==> config.mk <==
export PLATFORM = sky130hd
export DESIGN_NAME = pp_row_buffer
export DESIGN_NICKNAME = d
export VERILOG_FILES = /design/src/rtl/pp_row_pkg.sv /design/src/rtl/pp_row_ctl.sv /design/src/rtl/pp_row_mem.sv /design/src/rtl/pp_row_buffer.sv
export SDC_FILE = /design/constraint.sdc
export NUM_CORES = 1
export LEC_CHECK = 0
export ABC_AREA = 1
export ABC_CLOCK_PERIOD_IN_PS = 6500
export BUFFER_PORTS_ARGS = -buffer_cell sky130_fd_sc_hd__clkbuf_2
export CAP_MARGIN = 0
export CORE_UTILIZATION = 66
export CTS_CLUSTER_DIAMETER = 100
export DETAILED_ROUTE_END_ITERATION = 10
export PLACE_DENSITY = 0.87
export SLEW_MARGIN = 20
export SYNTH_ARGS = -nofsm -noshare
export SYNTH_HDL_FRONTEND = slang
export SYNTH_SLANG_ARGS = --single-unit
==> constraint.sdc <==
create_clock -name clk -period 6.5 [get_ports clk]
set_clock_uncertainty 0.1 [all_clocks]
set_input_delay 1.625 -clock clk [delete_from_list [all_inputs] [get_ports clk]]
set_output_delay 1.625 -clock clk [all_outputs]
set_load 0.1 [all_outputs]
==> src/rtl/pp_row_pkg.sv <==
package pp_row_pkg;
  localparam int DEF_WORD_W  = 16;
  localparam int DEF_ROW_LEN = 8;
  localparam int NUM_BANKS   = 2;
endpackage

==> src/rtl/pp_row_ctl.sv <==
module pp_row_ctl #(
  parameter int ROW_LEN = pp_row_pkg::DEF_ROW_LEN
) (
  input  logic                       clk,
  input  logic                       rst,
  input  logic                       wr_valid,
  input  logic                       rd_release,
  output logic                       wr_accept,
  output logic [$clog2(ROW_LEN)-1:0] wr_idx,
  output logic                       wr_bank,
  output logic                       swap,
  output logic                       wr_err,
  output logic                       rd_avail
);
  localparam int IDX_W = $clog2(ROW_LEN);
  localparam logic [IDX_W-1:0] LAST_IDX = IDX_W'(ROW_LEN - 1);

  logic at_last;
  logic held;
  logic blocked;
  logic row_done;

  assign at_last   = (wr_idx == LAST_IDX);
  // a release in this cycle frees the reader's bank in time for the swap
  assign held      = rd_avail & ~rd_release;
  assign blocked   = wr_valid & at_last & held;
  assign wr_accept = wr_valid & ~blocked;
  assign row_done  = wr_accept & at_last;

  always_ff @(posedge clk) begin
    if (rst) begin
      wr_idx   <= '0;
      wr_bank  <= 1'b0;
      swap     <= 1'b0;
      wr_err   <= 1'b0;
      rd_avail <= 1'b0;
    end else begin
      swap   <= row_done;
      wr_err <= blocked;
      if (wr_accept) begin
        if (at_last) begin
          wr_idx  <= '0;
          wr_bank <= ~wr_bank;
        end else begin
          wr_idx <= wr_idx + 1'b1;
        end
      end
      if (row_done)
        rd_avail <= 1'b1;
      else if (rd_release)
        rd_avail <= 1'b0;
    end
  end
endmodule

==> src/rtl/pp_row_mem.sv <==
module pp_row_mem #(
  parameter int WORD_W = pp_row_pkg::DEF_WORD_W,
  parameter int DEPTH  = pp_row_pkg::NUM_BANKS * pp_row_pkg::DEF_ROW_LEN
) (
  input  logic                     clk,
  input  logic                     rst,
  input  logic                     we,
  input  logic [$clog2(DEPTH)-1:0] waddr,
  input  logic [WORD_W-1:0]        wdata,
  input  logic                     re,
  input  logic [$clog2(DEPTH)-1:0] raddr,
  output logic [WORD_W-1:0]        rdata
);
  logic [WORD_W-1:0] store [DEPTH];

  always_ff @(posedge clk) begin
    if (we)
      store[waddr] <= wdata;
  end

  always_ff @(posedge clk) begin
    if (rst)
      rdata <= '0;
    else if (re)
      rdata <= store[raddr];
  end
endmodule

==> src/rtl/pp_row_buffer.sv <==
module pp_row_buffer #(
  parameter int WORD_W  = pp_row_pkg::DEF_WORD_W,
  parameter int ROW_LEN = pp_row_pkg::DEF_ROW_LEN
) (
  input  logic                       clk,
  input  logic                       rst,
  input  logic                       wr_valid,
  input  logic [WORD_W-1:0]          wr_data,
  input  logic                       rd_en,
  input  logic [$clog2(ROW_LEN)-1:0] rd_addr,
  input  logic                       rd_release,
  output logic [WORD_W-1:0]          rd_data,
  output logic                       rd_avail,
  output logic                       wr_bank,
  output logic                       swap,
  output logic                       wr_err
);
  localparam int IDX_W = $clog2(ROW_LEN);
  localparam int DEPTH = pp_row_pkg::NUM_BANKS * ROW_LEN;
  localparam int ADR_W = $clog2(DEPTH);

  logic             wr_accept;
  logic [IDX_W-1:0] wr_idx;
  logic [ADR_W-1:0] waddr;
  logic [ADR_W-1:0] raddr;

  pp_row_ctl #(.ROW_LEN(ROW_LEN)) u_ctl (
    .clk        (clk),
    .rst        (rst),
    .wr_valid   (wr_valid),
    .rd_release (rd_release),
    .wr_accept  (wr_accept),
    .wr_idx     (wr_idx),
    .wr_bank    (wr_bank),
    .swap       (swap),
    .wr_err     (wr_err),
    .rd_avail   (rd_avail)
  );

  // the bank bit is the top address bit; the reader always uses the other bank
  assign waddr = {wr_bank, wr_idx};
  assign raddr = {~wr_bank, rd_addr};

  pp_row_mem #(.WORD_W(WORD_W), .DEPTH(DEPTH)) u_mem (
    .clk   (clk),
    .rst   (rst),
    .we    (wr_accept),
    .waddr (waddr),
    .wdata (wr_data),
    .re    (rd_en),
    .raddr (raddr),
    .rdata (rd_data)
  );
endmodule

==> impl_metrics.env, run 1 <==
export IMPL_cap_violations=0
export IMPL_yosys_top_cells_count="nand2_1, edfxtp_1, nand3_1"
export IMPL_cts_buffers=26
export IMPL_dr_pass1_iters=7
export IMPL_place_ws_ns=2.31
export IMPL_max_stage_delay_ns=0.78
export IMPL_critPathBufInv=4
export IMPL_syn_area_mm2=0.0113
export IMPL_p_per_area_mw_per_mm2=304
export IMPL_critPathCaptureType="register"
export IMPL_yosysSeqAreaShare_pct=71.9
export IMPL_fin_hold_ws_ns=0.457
export IMPL_p_int_w=0.00291
export IMPL_fin_crit_sh_pct=58.8
export IMPL_htreeDepth=1
export IMPL_drc=0
export IMPL_yosysMostFrequentCell="nand2_1"
export IMPL_core_mm2=0.0167
export IMPL_swShare_pct=23.0
export IMPL_cp_data_arrival_time_ns=4.14
export IMPL_start_util_pct=67.9
export IMPL_ios=44
export IMPL_routedWlPerCell_um=21.8
export IMPL_ys_ff_latch=279
export IMPL_synth_avg_cell_area_um2=11.5
export IMPL_synth_edf_count=256
export IMPL_setup_viol=0
export IMPL_vias=7799
export IMPL_maxClockFrequency_mhz=262
export IMPL_worstHoldPathType="reg -> reg"
export IMPL_drt_wl_total_mm=27.4
export IMPL_dieArea_mm2=0.0177
export IMPL_gp_congestion=0.807
export IMPL_synth_nets=1013
export IMPL_synth_main_ff_cell="edfxtp_1"
export IMPL_hold_viol_final=0
export IMPL_postCtsSetupBuffers=0
export IMPL_synth_warnings=0
export IMPL_crit_type="in -> reg"
export IMPL_cpMostUsedCell="nand2_1"
export IMPL_slowest_stage="clkinv_2"
export IMPL_start_kind="input port"
export IMPL_grt_max_degree=115
export IMPL_synth_async_sr_flop_share_pct=0
export IMPL_utilization_pct=74.6
export IMPL_p_comb_share_pct=7.5
export IMPL_via_per_inst=6.19
export IMPL_antenna_found_initial=0
export IMPL_ant_nets=0
export IMPL_worstMarginPinSlew_ns=0.971
export IMPL_die_w_um=133
export IMPL_dieHeight_um=133
export IMPL_grt_pass1_wl_mm=41.4
export IMPL_clkPwrFrac_pct=39.6
export IMPL_gr_total_overflow=0
export IMPL_cp_cell_sequence="buf_4, clkinv_2, buf_4, nand2_1, nand3_1, nand3_1, nand2_1, nand2_1, nand3_1, nand2_1, inv_1"
export IMPL_ys_types=16
export IMPL_status="completed"
export IMPL_port_buffer_count=43
export IMPL_syn_to_final_growth_pct=9.96
export IMPL_layout_nets=1049
export IMPL_setup_ws_ns=2.68
export IMPL_dp_hpwl_mm=13.9
export IMPL_tns_ns=0
export IMPL_slew_viol_final=0
export IMPL_period_minus_slack_ns=3.82
export IMPL_first_iter_violations=1234
export IMPL_p_sw_w=0.000868
export IMPL_seqPwrFrac_pct=53.0
export IMPL_path_delay_family="buffers and inverters"
export IMPL_n_fill_cell=976
export IMPL_root_buffer="clkbuf_16"
export IMPL_cts_resized_gates=0
export IMPL_synth_area_leaders="edfxtp_1, nand2_1, nand3_1"
export IMPL_numClockSinks=279
export IMPL_grtUsageTotal_pct=31.9
export IMPL_required_ns=6.82
export IMPL_cts_clk_slew_worst_paths_ns=0.06
export IMPL_core_rowCount=47
export IMPL_clkLatencyLatePin_ns=0.53
export IMPL_vdd_drop_max_v=0.000239
export IMPL_yosysTopAreaCellShare_pct=67.8
export IMPL_ctsHoldBuffers=0
export IMPL_drive_above_1_share_pct=11.8
export IMPL_path_max_fanout=68
export IMPL_grt_setup_unrepaired="false"
export IMPL_yosysTopAreaCell="edfxtp_1"
export IMPL_clk_path_buf_depth=3
export IMPL_p_leak_nw=4.77
export IMPL_syn_inst=984
export IMPL_slew_headroom_pct=35.3
export IMPL_n_antenna_cell=0
export IMPL_grt_pass1_vias=7351
export IMPL_cts_tree="yes"
worst paths after layout:
path,end,depth (start not counted),slack (ns),startpoint
setup / recovery,u_mem.rdata[15],11,2.68,rd_addr[0]
hold / removal,u_mem.rdata[5],4,0.46,u_mem.rdata[5]
setup reg to reg,u_mem.store[8][8],8,3.62,u_ctl.wr_idx[0]
hold reg to reg,u_mem.rdata[5],4,0.46,u_mem.rdata[5]
registers in the layout, summed over array words and instances (netlist names):
register	flops
u_mem.store	256
u_mem.rdata	16
u_ctl.wr_idx	3
u_ctl.rd_avail	1
u_ctl.swap	1
u_ctl.wr_bank	1
u_ctl.wr_err	1
power groups by stage:
stage / clock, W / sequential (W) / combinational, W
finish: 0.00150 / 0.00200 / 0.000282
global route: 0.00156 / 0.00200 / 0.000305
CTS: 0.00150 / 0.00200 / 0.000278
detailed placement: 0 / 0.00204 / 0.000272
global placement: 0 / 0.00204 / 0.000265
floorplan: 0 / 0.00209 / 0.000146
routing by layer:
layer	routed length, µm	track usage [%]	up-vias
met5	0	0	-
met4	1140	16.3	0
met3	3910	6.25	126
met2	12800	48.6	677
met1	9540	44.3	3541
li1	-	-	3455
kinds of logic (layout without fill, tap and decap cells):
logic type	Yosys count	in the layout	synth area share, %
compound gates	6	6	0.353
fa+ha+maj	5	5	0.552
buf+inv	83	139	4.65
flops	279	279	71.9
simple gates	611	611	22.6
final cells by class:
type                       count  area, µm²  share of cell area [%]
clock inverter                13        119                   0.954
sequential                   279       8150                    65.4
clock buffer                  35        726                    5.82
timing repair buffer          65        387                    3.10
multi-input combinational    622       2710                    21.7
inverter                      26       98.8                   0.793
tap                          220        275                    2.21
stage by stage:
stage                     std cells  power [W]  area, µm²
final                          1260    0.00378      12500
after global routing           1260    0.00387      12500
after CTS                      1260    0.00378      12400
after detailed placement       1212    0.00231      11600
after global placement         1212    0.00230      11600
after floorplan                 984    0.00224      11300
worst reg2reg max path: stages (launching register included):
cell     delay (ns)
dfxtp_1        0.35
ha_1           0.23
ha_1           0.22
nand3_1        0.12
nand2_1        0.17
inv_1          0.19
nand2_1        0.21
nor2_2         0.57
buf_4          0.39
placed cells by master (no fill, tap or decap):
cell / instances
nor3_1: 1
nor2_4: 2
clkbuf_8: 2
clkbuf_16: 27
a21oi_1: 2
clkinv_2: 8
a211oi_1: 2
clkinvlp_4: 1
nor2_2: 14
clkinv_1: 2
dfxtp_1: 23
edfxtp_1: 256
ha_1: 5
bufinv_16: 2
buf_6: 1
nand2_1: 346
inv_2: 1
clkbuf_2: 42
clkinv_4: 1
buf_4: 22
inv_1: 24
o21bai_1: 2
nand3_1: 209
nor2_1: 39
clkbuf_1: 6
(Power assumes the default switching activity.)
==> run 2, diff against run 1 <==
ABC_CLOCK_PERIOD_IN_PS = 3100   (was 6500)
CORE_UTILIZATION = 55   (was 66)
PLACE_DENSITY = 0.78   (was 0.87)
clock period = 3.1 ns   (was 6.5 ns; I/O delays follow)
==> impl_metrics.env, run 2 (synthesis results as in run 1) <==
export IMPL_start_kind="register"
export IMPL_drive_above_1_share_pct=12.5
export IMPL_ant_nets=0
export IMPL_ctsHoldBuffers=0
export IMPL_p_per_area_mw_per_mm2=633
export IMPL_critPathCaptureType="register"
export IMPL_fin_crit_sh_pct=84.0
export IMPL_root_buffer="clkbuf_16"
export IMPL_regMostFlops="u_mem.store"
export IMPL_core_mm2=0.0202
export IMPL_cp_cell_sequence="ha_1, ha_1, nand3_1, nand2_1, inv_1, nand2_1, nor2_2"
export IMPL_grtUsageTotal_pct=24.1
export IMPL_layout_common_cells="nand2_1, edfxtp_1, nand3_1"
export IMPL_n_fill_cell=1470
export IMPL_utilization_pct=62.4
export IMPL_status="completed"
export IMPL_tns_ns=0
export IMPL_cts_buffers=27
export IMPL_first_iter_violations=838
export IMPL_period_minus_slack_ns=2.61
export IMPL_clkLatencyLatePin_ns=0.53
export IMPL_grt_max_degree=129
export IMPL_port_buffer_count=43
export IMPL_gr_total_overflow=0
export IMPL_crit_type="reg -> reg"
export IMPL_final_cell_area_mm2=0.0126
export IMPL_largest_reg_flops=256
export IMPL_max_stage_delay_ns=0.72
export IMPL_setup_viol=0
export IMPL_dr_pass1_iters=5
export IMPL_n_antenna_cell=0
export IMPL_grt_pass1_vias=6982
export IMPL_postCtsSetupBuffers=0
export IMPL_path_max_fanout=16
export IMPL_fin_hold_ws_ns=0.424
export IMPL_vdd_drop_max_v=0.000403
export IMPL_gp_congestion=0.852
export IMPL_maxClockFrequency_mhz=384
export IMPL_cts_tree="yes"
export IMPL_vias=7441
export IMPL_slowest_stage="nor2_2"
export IMPL_reg_top3="u_mem.store: 256 flops, u_mem.rdata: 16 flops, u_ctl.wr_idx: 3 flops"
export IMPL_worstHoldPathType="in -> reg"
export IMPL_hold_viol_final=0
export IMPL_antenna_found_initial=0
export IMPL_clk_path_buf_depth=3
export IMPL_grt_setup_unrepaired="false"
export IMPL_via_per_inst=5.65
export IMPL_ios=44
export IMPL_drt_wl_total_mm=25.1
export IMPL_cap_violations=0
export IMPL_layout_nets=1055
export IMPL_place_area_mm2=0.0118
export IMPL_cts_resized_gates=0
export IMPL_p_leak_nw=4.83
export IMPL_grt_pass1_wl_mm=39.3
export IMPL_drc=0
export IMPL_final_common_cell="nand2_1"
export IMPL_slew_headroom_pct=40.5
export IMPL_worstMarginPinSlew_ns=0.891
export IMPL_core_rowCount=52
export IMPL_slew_viol_final=0
export IMPL_die_w_um=146
export IMPL_numClockSinks=279
export IMPL_dieArea_mm2=0.0212
export IMPL_cp_data_arrival_time_ns=2.65
export IMPL_dp_hpwl_mm=14.6
export IMPL_start_util_pct=56.0
export IMPL_htreeDepth=1
export IMPL_cts_clk_slew_worst_paths_ns=0.06
export IMPL_required_ns=3.15
export IMPL_routedWlPerCell_um=19.1
export IMPL_dieHeight_um=146
export IMPL_syn_to_final_growth_pct=11.4
run 2: cell count changes in the layout (fill, tap and decap cells not counted), sizes merged:
cell and change:
buf +5, bufinv +1, clkbuf -8, clkinv +9, inv +1, clkinvlp -1
run 2: report_power, final:
group	total, W	leakage, nW	internal (W)	switching [W]
clock	0.00319	0.438	0.00184	0.00135
combinational	0.000615	1.89	0.000138	0.000477
sequential	0.00419	2.50	0.00417	0.0000210
run 2: worst max-delay path: cells and delay by family, from the launching register on:
kind	cells	cell delay (ns)
simple gates	4	1.16
buf+inv	1	0.18
fa+ha+maj	2	0.44
flops	1	0.34
run 2: routing by layer:
metal / track usage [%] / vias to the layer above / part of all wire, %
met5: 0 / - / 0
met4: 6.58 / 0 / 1.8
met3: 3.01 / 36 / 8.1
met2: 38.5 / 373 / 48
met1: 35.2 / 3564 / 42
li1: - / 3468 / -
run 2: worst paths after layout:
path                    from                  end  slack [ns]  cells after the start
max          u_ctl.wr_idx[0]  u_mem.store[14][11]        0.49                      7
min                 wr_valid       u_ctl.rd_avail        0.42                      3
max reg2reg  u_ctl.wr_idx[0]  u_mem.store[14][11]        0.49                      7
min reg2reg   u_mem.rdata[7]       u_mem.rdata[7]        0.45                      4
run 2: per-stage QoR:
stage          power (W)  instances  worst slack (ns)
2_1_floorplan    0.00470        984             0.334
3_3_place_gp     0.00487       1267             0.460
6_report         0.00799       1317             0.495
4_1_cts          0.00803       1317             0.490
5_1_grt          0.00823       1317             0.324
3_5_place_dp     0.00488       1267             0.386
run 2: final cells by class:
type / instances / area [µm²] / area share, %
clock buffers: 27 / 676 / 5.35
clock inverters: 23 / 193 / 1.53
inverters: 26 / 98.8 / 0.783
multi-input cells: 622 / 2700 / 21.4
flip-flops and latches: 279 / 8150 / 64.6
well taps: 270 / 338 / 2.68
repair buffers: 70 / 470 / 3.73
==> run 3, diff against run 2 <==
ABC_AREA = 0   (was 1)
ABC_CLOCK_PERIOD_IN_PS = 2500   (was 3100)
CORE_UTILIZATION = 61   (was 55)
PLACE_DENSITY = 0.82   (was 0.78)
clock period = 2.5 ns   (was 3.1 ns; I/O delays follow)
==> impl_metrics.env, run 3 <==
export IMPL_drc=0
export IMPL_p_sw_w=0.00211
export IMPL_met3WireLength_mm=2.15
export IMPL_cts_buffers=27
export IMPL_layout_common_cells="edfxtp_1, mux2i_1, nand3_1"
export IMPL_grt_max_degree=43
export IMPL_p_total_w=0.00967
export IMPL_grt_pass1_vias=6116
export IMPL_via_per_inst=6.28
export IMPL_maxClockFrequency_mhz=426
export IMPL_path_max_fanout=16
export IMPL_fin_hold_ws_ns=0.335
export IMPL_wl_met1_mm=9.64
export IMPL_yosysTopAreaCellShare_pct=70.8
export IMPL_synth_main_ff_cell="edfxtp_1"
export IMPL_clkPwrFrac_pct=39.9
export IMPL_ios=44
export IMPL_holdPathStages=3
export IMPL_place_area_mm2=0.0115
export IMPL_largest_reg_flops=256
export IMPL_ant_nets=0
export IMPL_cts_tree="yes"
export IMPL_layout_nets=751
export IMPL_cap_violations=0
export IMPL_antenna_found_initial=1
export IMPL_p_int_w=0.00757
export IMPL_dieArea_mm2=0.0183
export IMPL_synth_warnings=0
export IMPL_start_util_pct=62.6
export IMPL_yosysSeqAreaShare_pct=75.0
export IMPL_synth_nets=669
export IMPL_die_w_um=135
export IMPL_cts_resized_gates=0
export IMPL_start_kind="register"
export IMPL_r2r_end="u_mem.store[2][12]"
export IMPL_setup_viol=0
export IMPL_hold_path_startpoint="wr_valid"
export IMPL_syn_to_final_growth_pct=13.9
export IMPL_ys_types=26
export IMPL_root_buffer="clkbuf_16"
export IMPL_yosys_top_cells_count="edfxtp_1, mux2i_1, nand3_1"
export IMPL_reg_top3="u_mem.store: 256 flops, u_mem.rdata: 16 flops, u_ctl.wr_idx: 3 flops"
export IMPL_vias=6063
export IMPL_drive_above_1_share_pct=19.4
export IMPL_clkLatencyLatePin_ns=0.53
export IMPL_period_minus_slack_ns=2.35
export IMPL_route_met2_wl_mm=11.7
export IMPL_top_layer="met4"
export IMPL_final_cell_area_mm2=0.0124
export IMPL_vdd_drop_max_v=0.000685
export IMPL_grtUsageTotal_pct=27.7
export IMPL_worstMarginPinSlew_ns=0.616
export IMPL_clk_path_buf_depth=3
export IMPL_hold_viol_final=0
export IMPL_n_antenna_cell=0
export IMPL_r2r_cells=7
export IMPL_ctsHoldBuffers=0
export IMPL_numClockSinks=279
export IMPL_core_rowCount=48
export IMPL_yosysTopAreaCell="edfxtp_1"
export IMPL_layout_cells_non_filler=966
export IMPL_final_common_cell="edfxtp_1"
export IMPL_synth_avg_cell_area_um2=17.0
export IMPL_gr_total_overflow=0
export IMPL_synth_edf_count=256
export IMPL_dp_hpwl_mm=15.6
export IMPL_port_buffer_count=43
export IMPL_routedWlPerCell_um=25.1
export IMPL_slew_headroom_pct=58.9
export IMPL_utilization_pct=71.2
export IMPL_first_iter_violations=624
export IMPL_synth_area_leaders="edfxtp_1, mux2i_1, dfxtp_1"
export IMPL_critPathCaptureType="register"
export IMPL_cp_data_arrival_time_ns=2.46
export IMPL_swShare_pct=21.8
export IMPL_syn_area_mm2=0.0109
export IMPL_fin_crit_sh_pct=94.0
export IMPL_grt_pass1_wl_mm=36.5
export IMPL_p_leak_nw=4.52
export IMPL_drt_wl_total_mm=24.3
export IMPL_cts_clk_slew_worst_paths_ns=0.06
export IMPL_core_mm2=0.0174
export IMPL_postCtsSetupBuffers=0
export IMPL_dr_pass1_iters=5
export IMPL_regMostFlops="u_mem.store"
export IMPL_synth_async_sr_flop_share_pct=0
export IMPL_ys_ff_latch=279
export IMPL_p_per_area_mw_per_mm2=782
export IMPL_yosysMostFrequentCell="edfxtp_1"
export IMPL_ff2ff_setup_slack_ns=0.15
export IMPL_status="completed"
export IMPL_timing_rr_start="u_ctl.wr_idx[1]"
export IMPL_slew_viol_final=0
export IMPL_numPlacedInstances=918
export IMPL_worstHoldPathType="in -> reg"
export IMPL_crit_type="reg -> reg"
export IMPL_syn_inst=640
export IMPL_gp_congestion=0.891
export IMPL_grt_setup_unrepaired="false"
export IMPL_required_ns=2.61
export IMPL_htreeDepth=1
export IMPL_seqPwrFrac_pct=53.6
export IMPL_min_to="u_ctl.wr_err"
export IMPL_dieHeight_um=135
export IMPL_p_comb_share_pct=6.4
-- run 3: changes by cell type in the layout (fill, tap and decap cells not counted), sizes merged, moves of 10 or more --
cell / previous run / this run
buf: 28 / 46
nand2: 346 / 38
a21oi: 2 / 17
inv: 26 / 3
a22oi: 0 / 48
nand3: 209 / 50
clkinv: 20 / 10
mux2i: 0 / 130
nor2: 55 / 18
-- run 3: worst max-delay path by stage --
stage	start	endpoint	slack (ns)	cells after the start
detailed placement	rd_release	u_mem.store[0][6]	0.25	6
finish	u_ctl.wr_idx[1]	u_mem.store[2][12]	0.15	7
global route	u_ctl.wr_idx[1]	u_mem.store[2][4]	0.07	7
floorplan	u_ctl.wr_bank	u_mem.store[15][0]	-0.16	3
CTS	u_ctl.wr_idx[1]	u_mem.store[2][12]	0.21	7
global placement	rd_release	u_mem.store[2][0]	0.32	6
-- run 3: area by class of cell --
class                   instances  area [µm²]
flip-flops and latches        279        8150
fillers                      1034        4990
multi-input cells             323        2440
clock buffers                  36         729
repair buffers                 88         647
well taps                     225         282
clock inverters                12         105
inverters                       3        11.3
-- run 3: critical path, stage by stage (launching register included) --
cell and delay [ns]:
dfxtp_1 0.35, ha_1 0.23, ha_1 0.24, inv_1 0.09, o21a_1 0.31, nand2_1 0.24, nor3_2 0.18, buf_4 0.28
-- run 3: stage by stage --
stage / setup TNS [ns] / setup WS (ns)
2_1_floorplan: -20.33 / -0.162
4_1_cts: 0 / 0.210
6_report: 0 / 0.150
3_5_place_dp: 0 / 0.255
3_3_place_gp: 0 / 0.323
5_1_grt: 0 / 0.0694
-- run 3: power groups by stage --
stage | registers [W] | logic, W | clock network (W)
2_1_floorplan | 0.00541 | 0.000276 | 0
3_3_place_gp | 0.00528 | 0.000598 | 0
3_5_place_dp | 0.00528 | 0.000617 | 0
4_1_cts | 0.00519 | 0.000620 | 0.00390
5_1_grt | 0.00519 | 0.000654 | 0.00408
6_report | 0.00519 | 0.000624 | 0.00386
-- run 3: per-layer routing --
metal  up-vias  global-route usage, %
li1       2649                      -
met1      3037                   37.0
met2       318                   45.0
met3        59                   6.73
met4         0                   9.30
met5         -                      0
-- run 3: logic make-up (layout without fill, tap and decap cells) --
kind of cell	count (synthesis)	count (layout)	share of synthesized area, %
simple gates	120	120	5.12
compound gates	67	67	4.22
mux	130	130	12.0
fa+ha+maj	5	5	0.576
xor+xnor	1	1	0.0807
flops	279	279	75.0
buf+inv	38	139	2.97
